--- config.mk ---
export PLATFORM = sky130hd
export DESIGN_NAME = baud_halfper_gen
export DESIGN_NICKNAME = d
export VERILOG_FILES = /design/src/rtl/baud_pkg.sv /design/src/rtl/baud_divreg.sv /design/src/rtl/baud_halfcnt.sv /design/src/rtl/baud_perstage.sv /design/src/rtl/baud_halfper_gen.sv
export SDC_FILE = /design/constraint.sdc
export NUM_CORES = 1
export LEC_CHECK = 0
export BUFFER_PORTS_ARGS = -buffer_cell sky130_fd_sc_hd__buf_2
export CELL_PAD_IN_SITES_DETAIL_PLACEMENT = 2
export CELL_PAD_IN_SITES_GLOBAL_PLACEMENT = 2
export CORE_ASPECT_RATIO = 0.9
export CORE_MARGIN = 4
export CORE_UTILIZATION = 38
export DETAILED_ROUTE_END_ITERATION = 16
export GPL_ROUTABILITY_DRIVEN = 0
export HOLD_SLACK_MARGIN = 0.03
export MAX_ROUTING_LAYER = met4
export PLACE_DENSITY_LB_ADDON = 0.25
export SYNTH_ARGS = -nofsm -noshare
export SYNTH_HDL_FRONTEND = slang
export SYNTH_SLANG_ARGS = --single-unit
--- constraint.sdc ---
create_clock -name clk -period 2.7 [get_ports clk]
set_input_delay 0.27 -clock clk [delete_from_list [all_inputs] [get_ports clk]]
set_output_delay 0.27 -clock clk [all_outputs]
set_load 0.02 [all_outputs]
--- src/rtl/baud_pkg.sv ---
package baud_pkg;

    // Width of the software-visible divisor
    parameter int unsigned DIV_W      = 16;
    // Oversampling ratio: periods of clk16 per bit time
    parameter int unsigned OVERSAMPLE = 16;
    localparam int unsigned PER_W     = (OVERSAMPLE > 1) ? $clog2(OVERSAMPLE) : 1;

    typedef logic [DIV_W-1:0] div_t;
    typedef logic [PER_W-1:0] per_t;

    // Divisor holding register state
    typedef struct packed {
        div_t div;
        logic armed;
    } divreg_st_t;

    // Half-period counter state
    typedef struct packed {
        div_t cnt;
    } halfcnt_st_t;

    // Output stage state: wave phase, period count, strobes
    typedef struct packed {
        logic wave;
        per_t per;
        logic tick;
        logic baud;
    } perstage_st_t;

endpackage

--- src/rtl/baud_divreg.sv ---
module baud_divreg
    import baud_pkg::*;
(
    input  logic clk,
    input  logic rst_n,
    input  logic wr,
    input  div_t wdata,
    output div_t div,
    output logic armed
);

    divreg_st_t st_d, st_q;

    always_comb begin
        st_d = st_q;
        if (wr) begin
            st_d.div   = wdata;
            st_d.armed = 1'b1;
        end
    end

    always_ff @(posedge clk) begin
        if (!rst_n) begin
            // Divisor content is meaningless until armed is set
            st_q.div   <= '0;
            st_q.armed <= 1'b0;
        end else begin
            st_q <= st_d;
        end
    end

    assign div   = st_q.div;
    assign armed = st_q.armed;

endmodule

--- src/rtl/baud_halfcnt.sv ---
module baud_halfcnt
    import baud_pkg::*;
(
    input  logic clk,
    input  logic rst_n,
    input  logic wr,
    input  logic armed,
    input  div_t div,
    output logic half_done
);

    halfcnt_st_t st_d, st_q;
    logic        at_end;

    // Last cycle of a half period: div + 1 cycles per half
    assign at_end    = (st_q.cnt == div);
    assign half_done = armed && !wr && at_end;

    always_comb begin
        st_d = st_q;
        if (wr || !armed) begin
            st_d.cnt = '0;
        end else if (at_end) begin
            st_d.cnt = '0;
        end else begin
            st_d.cnt = st_q.cnt + div_t'(1);
        end
    end

    always_ff @(posedge clk) begin
        if (!rst_n) begin
            st_q.cnt <= '0;
        end else begin
            st_q <= st_d;
        end
    end

endmodule

--- src/rtl/baud_perstage.sv ---
module baud_perstage
    import baud_pkg::*;
(
    input  logic clk,
    input  logic rst_n,
    input  logic wr,
    input  logic half_done,
    output logic wave,
    output logic tick,
    output logic baud
);

    localparam per_t PER_LAST = per_t'(OVERSAMPLE - 1);

    perstage_st_t st_d, st_q;
    logic         period_end;
    logic         bit_end;

    // A full period closes when the wave leaves its high half
    assign period_end = half_done && st_q.wave;

    generate
        if (OVERSAMPLE > 1) begin : g_multi
            assign bit_end = period_end && (st_q.per == PER_LAST);
        end else begin : g_single
            assign bit_end = period_end;
        end
    endgenerate

    always_comb begin
        st_d      = st_q;
        st_d.tick = 1'b0;
        st_d.baud = 1'b0;
        if (wr) begin
            st_d.wave = 1'b0;
            st_d.per  = '0;
        end else if (half_done) begin
            st_d.wave = !st_q.wave;
            if (period_end) begin
                st_d.tick = 1'b1;
                st_d.baud = bit_end;
                st_d.per  = bit_end ? '0 : st_q.per + per_t'(1);
            end
        end
    end

    always_ff @(posedge clk) begin
        if (!rst_n) begin
            st_q.wave <= 1'b0;
            st_q.per  <= '0;
            st_q.tick <= 1'b0;
            st_q.baud <= 1'b0;
        end else begin
            st_q <= st_d;
        end
    end

    assign wave = st_q.wave;
    assign tick = st_q.tick;
    assign baud = st_q.baud;

endmodule

--- src/rtl/baud_halfper_gen.sv ---
module baud_halfper_gen
    import baud_pkg::*;
(
    input  logic        clk,
    input  logic        rst_n,
    input  logic        div_wr,
    input  logic [15:0] div_wdata,
    output logic        clk16,
    output logic        tick16,
    output logic        baud_tick
);

    div_t div;
    logic armed;
    logic half_done;

    baud_divreg u_divreg (
        .clk   (clk),
        .rst_n (rst_n),
        .wr    (div_wr),
        .wdata (div_t'(div_wdata)),
        .div   (div),
        .armed (armed)
    );

    baud_halfcnt u_halfcnt (
        .clk       (clk),
        .rst_n     (rst_n),
        .wr        (div_wr),
        .armed     (armed),
        .div       (div),
        .half_done (half_done)
    );

    baud_perstage u_perstage (
        .clk       (clk),
        .rst_n     (rst_n),
        .wr        (div_wr),
        .half_done (half_done),
        .wave      (clk16),
        .tick      (tick16),
        .baud      (baud_tick)
    );

endmodule

==> run metrics, run 1 <==
status completed; Syn. warnings 0; cts repair resizes 0; final hold vios 0; sequential share of power 50.0%; initial core utilization 39.5%; Worst Path Required 2900 ps; die area 0.00582 mm2; ys flop type dfxtp_1; Via Count 1359; Post-CTS Hold Buffers 0; clock power share 43.3%; switching part of the total 21.5%; Yosys reg bits 40; Comb power frac 6.6%; EDFF count, synth 0; count of final setup violators 0; CP endpoint kind flop; Tot Pwr 1.24 mW; setup TNS after final layout 0 ps; Worst-Margin Slew 627 ps; worst path bufs/invs 0; Yosys top cell area share 45.2%; f_max 480 MHz; worst-path fanout max 7; layout cells sized above 1 15.9%; DPL Wire Length 3460 um; RSZ-0062 raised after global routing no; Inserted Diodes 0; die width 80 um; final antenna-violating net count 0; max_cap viols 0; clock transition at the registers of the reported paths 80 ps; cts bufs inserted 5; initial antenna violation count 0; DRT Wirelength 4530 um; Max VDD drop 0.239 mV; average cell area after synthesis 9.64 um2; max incr delay on CP 450 ps; vias in the first global route 1545; clk buf depth 2; H-tree depth 2; Iter 0 DRT Violations 43; IO buf count 21; wire per inst 16.8 um; synthesized area 0.00177 mm2; pin count of the biggest net entering global routing 22; gr usage total 18.2%; Critical-path top delay cell dfxtp_1; count of different cell masters after synthesis 30; Root Buffer clkbuf_8; drt drc 0; leak pwr 0.875 nW; total gr overflow 0; non-filler instance count after layout 270; crit-path cells xor2_1 -> nor4_2 -> nand4_1 -> nor2_1 -> mux2_2; clock sink count 40; family with the most delay on the worst path simple AND/OR/NAND/NOR gates; period utilization 77.2%; CP Launch Type flop; fraction of registers with async set/reset 0%; Die Span Y 72.8 um; Seq/Total Area, Yosys 45.2%; placed insts 262; nets@finish 228; Worst Setup Path Type flop to flop; IO Pins 22; Yosys top cell by area dfxtp_1; syn_nets 205; Crit path arrival time 2280 ps; PwrDens 601 mW/mm2; standard-cell rows 23; internal power 0.972 mW; Post-CTS Setup Inserts 0; clk_lat worst skew 300 ps; Final min period 2080 ps; final slew viol count 0; Slew headroom 58.1%; Hold Crit Class input pin to flop; first-pass GRT wire length 7830 um; Worst Skew 8.66 ps; Net Switching 0.266 mW; First-pass DRT Iterations 4; Synth Instances 184; Area Growth Syn to Fin 16.2%; TritonCTS clock tree built; synth top area cells dfxtp_1 45%, xor2_1 11%, mux2i_1 9.6%; DR vias/cell 5.03; core box area 0.00449 mm2
## synth_stat cells (all sizes together), types with 2 or more instances
master and n:
dfxtp 40, buf 3, clkbuf 2, xor2 23, nor2b 17, ha 2
inv 5, nor2 21, nand2 9, nand3 8, xnor2 7, and2 3
nor4 5, mux2i 17, nand4 3, and3 3, nor3 5
## cells by family after synthesis
kind of cell	after synthesis	share of synthesized area (%)
AND/OR/NAND/NOR	78	23.4
adder cells (fa/ha/maj)	2	1.41
buffers and inverters	10	2.26
XOR/XNOR	30	14.8
flip-flops	40	45.2
multiplexers	18	10.2
AO/OA/AOI/OAI	6	2.75
## metal layers
metal / vias up / part of all wire, % / track usage (%)
met1: 667 / 45 / 21.1
met2: 22 / 50 / 31.2
met5: - / 0 / -
met3: 7 / 4.0 / 5.31
li1: 663 / - / -
met4: 0 / 1.1 / 4.50
## final timing paths
| kind | end | startpoint | cells past startpoint | slack [ps] |
|---|---|---|---|---|
| setup / recovery | u_perstage.st_q[2]$_SDFFE_PP0P_ | u_halfcnt.st_q[7]$_SDFF_PP0_ | 5 | 620 |
| hold / removal | u_divreg.div[2]$_SDFFE_PN0P_ | div_wdata[2] | 3 | 230 |
| setup reg to reg | u_perstage.st_q[2]$_SDFFE_PP0P_ | u_halfcnt.st_q[7]$_SDFF_PP0_ | 5 | 620 |
| hold reg to reg | u_divreg.armed$_SDFFE_PN0P_ | u_divreg.armed$_SDFFE_PN0P_ | 1 | 460 |
## stage by stage
stage / setup WS [ps] / instance area (um2) / hold slack (ps) / util (%)
after CTS: 566 / 2060 / 233 / 45.9
after global placement: 744 / 1930 / 444 / 43.1
after floorplan: 993 / 1770 / 428 / -
final: 616 / 2060 / 233 / 45.9
after detailed placement: 624 / 1930 / 450 / 43.1
after global routing: 385 / 2060 / 252 / 45.9
## power groups by stage
stage	clock [mW]	combinational (mW)	sequential [mW]
floorplan	0	0.0567	0.628
global placement	0	0.0781	0.632
detailed placement	0	0.0831	0.633
CTS	0.552	0.0842	0.619
global route	0.579	0.0925	0.621
finish	0.536	0.0821	0.619
## registers in the layout, indices dropped and copies added, names as in the netlist
name / count
u_halfcnt.st_q: 16
u_divreg.armed: 1
u_perstage.baud: 1
u_perstage.st_q: 4
u_divreg.div: 16
u_perstage.wave: 1
u_perstage.tick: 1
## layout make-up
| cell class | count | area [um2] |
|---|---|---|
| fill | 510 | 2430 |
| multi-input combinational | 134 | 932 |
| sequential | 40 | 801 |
| timing repair buffer | 21 | 105 |
| clock buffer | 7 | 96.3 |
| tap | 62 | 77.6 |
| clock inverter | 1 | 30.0 |
| inverter | 5 | 18.8 |
## worst min-delay path, stage by stage
cell and delay (ps):
buf_2 80, mux2i_1 50, nor2b_1 90
## cells in the final DEF, fill, tap and decap left out, drive strengths merged
cell type  synthesis  routed
ha                 2       2
buf                3      21
and2               3       3
nand2b             1       1
nor3               5       5
mux2i             17      17
nand3b             1       1
nand4              3       3
a32o               1       1
nor2b             17      17
o21a               1       1
clkbuf             2       7
o311ai             1       1
nor2              21      21
mux2               1       1
dfxtp             40      40
nand3              8       8
a211o              1       1
and3               3       3
xnor2              7       7
nand2              9       9
bufinv             0       1
nor4               5       5
a21oi              1       1
or4                1       1
and4               1       1
o31ai              1       1
xor2              23      23
inv                5       5
No activity file was read; power rests on OpenSTA's default activity.
==> inputs of run 2 (changes only) <==
CORE_UTILIZATION = 35   (was 38)
clock period = 2.02 ns   (was 2.7 ns; I/O delays follow)
==> run 2 against run 1 <==
Against the previous run: clock power increased by 6.3%; clock-buffer cell count unchanged; sequential share of layout area decreased by 0.15 points; combinational power rose by 41%; sequential power rose by 34%; final cell count rose by 2.2%; clock skew decreased by 2.5 ps; die area up 7.7%; first-iteration DRC count grew 7.0%; setup slack lost 540 ps; critical endpoint is now u_perstage.st_q[4]$_SDFFE_PP0P_; highest routed layer unchanged.
==> run metrics, run 2 (same netlist as run 1, synthesis figures left out) <==
Crit path arrival time 2170 ps; status completed; nets@finish 232; vias in the first global route 1535; die area 0.00627 mm2; standard-cell rows 24; Worst-Margin Slew 556 ps; most frequent cells in the layout 39 x dfxtp_1, 23 x xor2_1, 21 x nor2_1, 21 x buf_2; TritonCTS clock tree built; Hold Crit Depth 3; final hold vios 0; Hold EP u_divreg.div[3]$_SDFFE_PN0P_; final worst slack 74.1 ps; launching point of the worst reg2reg path u_halfcnt.st_q[0]$_SDFF_PP0_; final antenna-violating net count 0; DR vias/cell 4.96; largest registers u_divreg.div: 16 flops, u_halfcnt.st_q: 16 flops, u_perstage.st_q: 4 flops; Area Growth Syn to Fin 16.9%; max_cap viols 0; Worst Setup Path Type flop to flop; initial antenna violation count 0; wire per inst 16.5 um; placed insts 268; Slew headroom 63.0%; Worst Skew 6.14 ps; period utilization 96.3%; total gr overflow 0; reg2reg end u_perstage.st_q[4]$_SDFFE_PP0P_; layout cells sized above 1 18.0%; clk_lat worst skew 290 ps; count of final setup violators 0; Filler cells 554; clock sink count 40; initial core utilization 36.4%; Reg2Reg Setup Slack 70 ps; Root Buffer clkbuf_8; f_max 514 MHz; pre-CTS WS 62.6 ps; gr usage total 16.9%; DPL Wire Length 3450 um; Final min period 1950 ps; Iter 0 DRT Violations 46; commonest non-fill, non-tap cell in the layout dfxtp_1; Post-CTS Hold Buffers 0; Inserted Diodes 0; final slew viol count 0; Hold Crit Class input pin to flop; worst-path fanout max 7; Worst Hold Launch div_wdata[3]; IO buf count 21; Via Count 1369; H-tree depth 2; IO Pins 22; Max VDD drop 0.453 mV; pin count of the biggest net entering global routing 22; footprint of the multi-input gates 938 um2; clock transition at the registers of the reported paths 70 ps; first-pass GRT wire length 7950 um; FF/Latch Area 802 um2; PwrDens 730 mW/mm2; Reg2Reg Depth 6; die width 83.0 um; cts bufs inserted 5; leak pwr 0.882 nW; CP endpoint kind flop; non-filler instance count after layout 276; Die Span Y 75.5 um; First-pass DRT Iterations 2; clk buf depth 2; Worst Path Required 2240 ps; core box area 0.00486 mm2; CP Launch Type flop; drt drc 0; DRT Wirelength 4550 um
## run 2: changes by cell type in the layout (fill, tap and decap cells not counted), sizes merged
cell / delta
buf: +4
bufinv: -1
## run 2: area by class of cell
cell class	count	area share (%)
Multi-Input combinational cell	134	45.3
Sequential cell	40	38.7
Timing Repair Buffer	25	6.52
Clock buffer	7	4.65
Tap cell	65	3.93
Inverter	5	0.906
## run 2: worst max-delay path by stage
stage / startpoint / slack [ps] / endpoint
final: u_halfcnt.st_q[0]$_SDFF_PP0_ / 70 / u_perstage.st_q[4]$_SDFFE_PP0P_
after global routing: u_halfcnt.st_q[0]$_SDFF_PP0_ / -50 / u_perstage.st_q[3]$_SDFFE_PP0P_
after floorplan: u_halfcnt.st_q[0]$_SDFF_PP0_ / 310 / u_perstage.st_q[2]$_SDFFE_PP0P_
after detailed placement: u_halfcnt.st_q[0]$_SDFF_PP0_ / 60 / u_perstage.st_q[4]$_SDFFE_PP0P_
after CTS: u_halfcnt.st_q[0]$_SDFF_PP0_ / 10 / u_perstage.st_q[4]$_SDFFE_PP0P_
after global placement: u_halfcnt.st_q[0]$_SDFF_PP0_ / 210 / u_perstage.st_q[4]$_SDFFE_PP0P_
## run 2: critical path, cell delays in order (launching register included)
cell     delay, ps
dfxtp_2        370
xor2_1         150
nor4_1         360
nand4_1        170
buf_4          190
or4_1          470
a21oi_1        160
## run 2: what timing repair did
action	in CTS	in global routing
gates resized for setup	0	2
pin swaps	1	1
endpoints found under the setup margin	1	23
buffers inserted	0	1
## run 2: where the power goes
group | internal, mW | total (mW) | switching [mW]
sequential | 0.810 | 0.828 | 0.0178
combinational | 0.0572 | 0.116 | 0.0587
clock | 0.304 | 0.570 | 0.266
## run 2: per-stage QoR
step	power, mW	TNS, ps	cell area [um2]	hold slack [ps]	utilization [%]
floorplan	0.915	0	1770	372	-
global placement	0.952	0	1960	438	40.3
detailed placement	0.959	0	1960	463	40.3
CTS	1.54	0	2060	168	42.3
global route	1.60	-57.8	2070	175	42.6
finish	1.51	0	2070	173	42.6
## run 2: layer usage
metal / global-route usage [%] / vias up / routed length [um]
li1: - / 669 / -
met1: 19.1 / 663 / 1990
met2: 28.9 / 25 / 2300
met3: 3.78 / 12 / 157
met4: 8.17 / 0 / 112
met5: - / - / 0
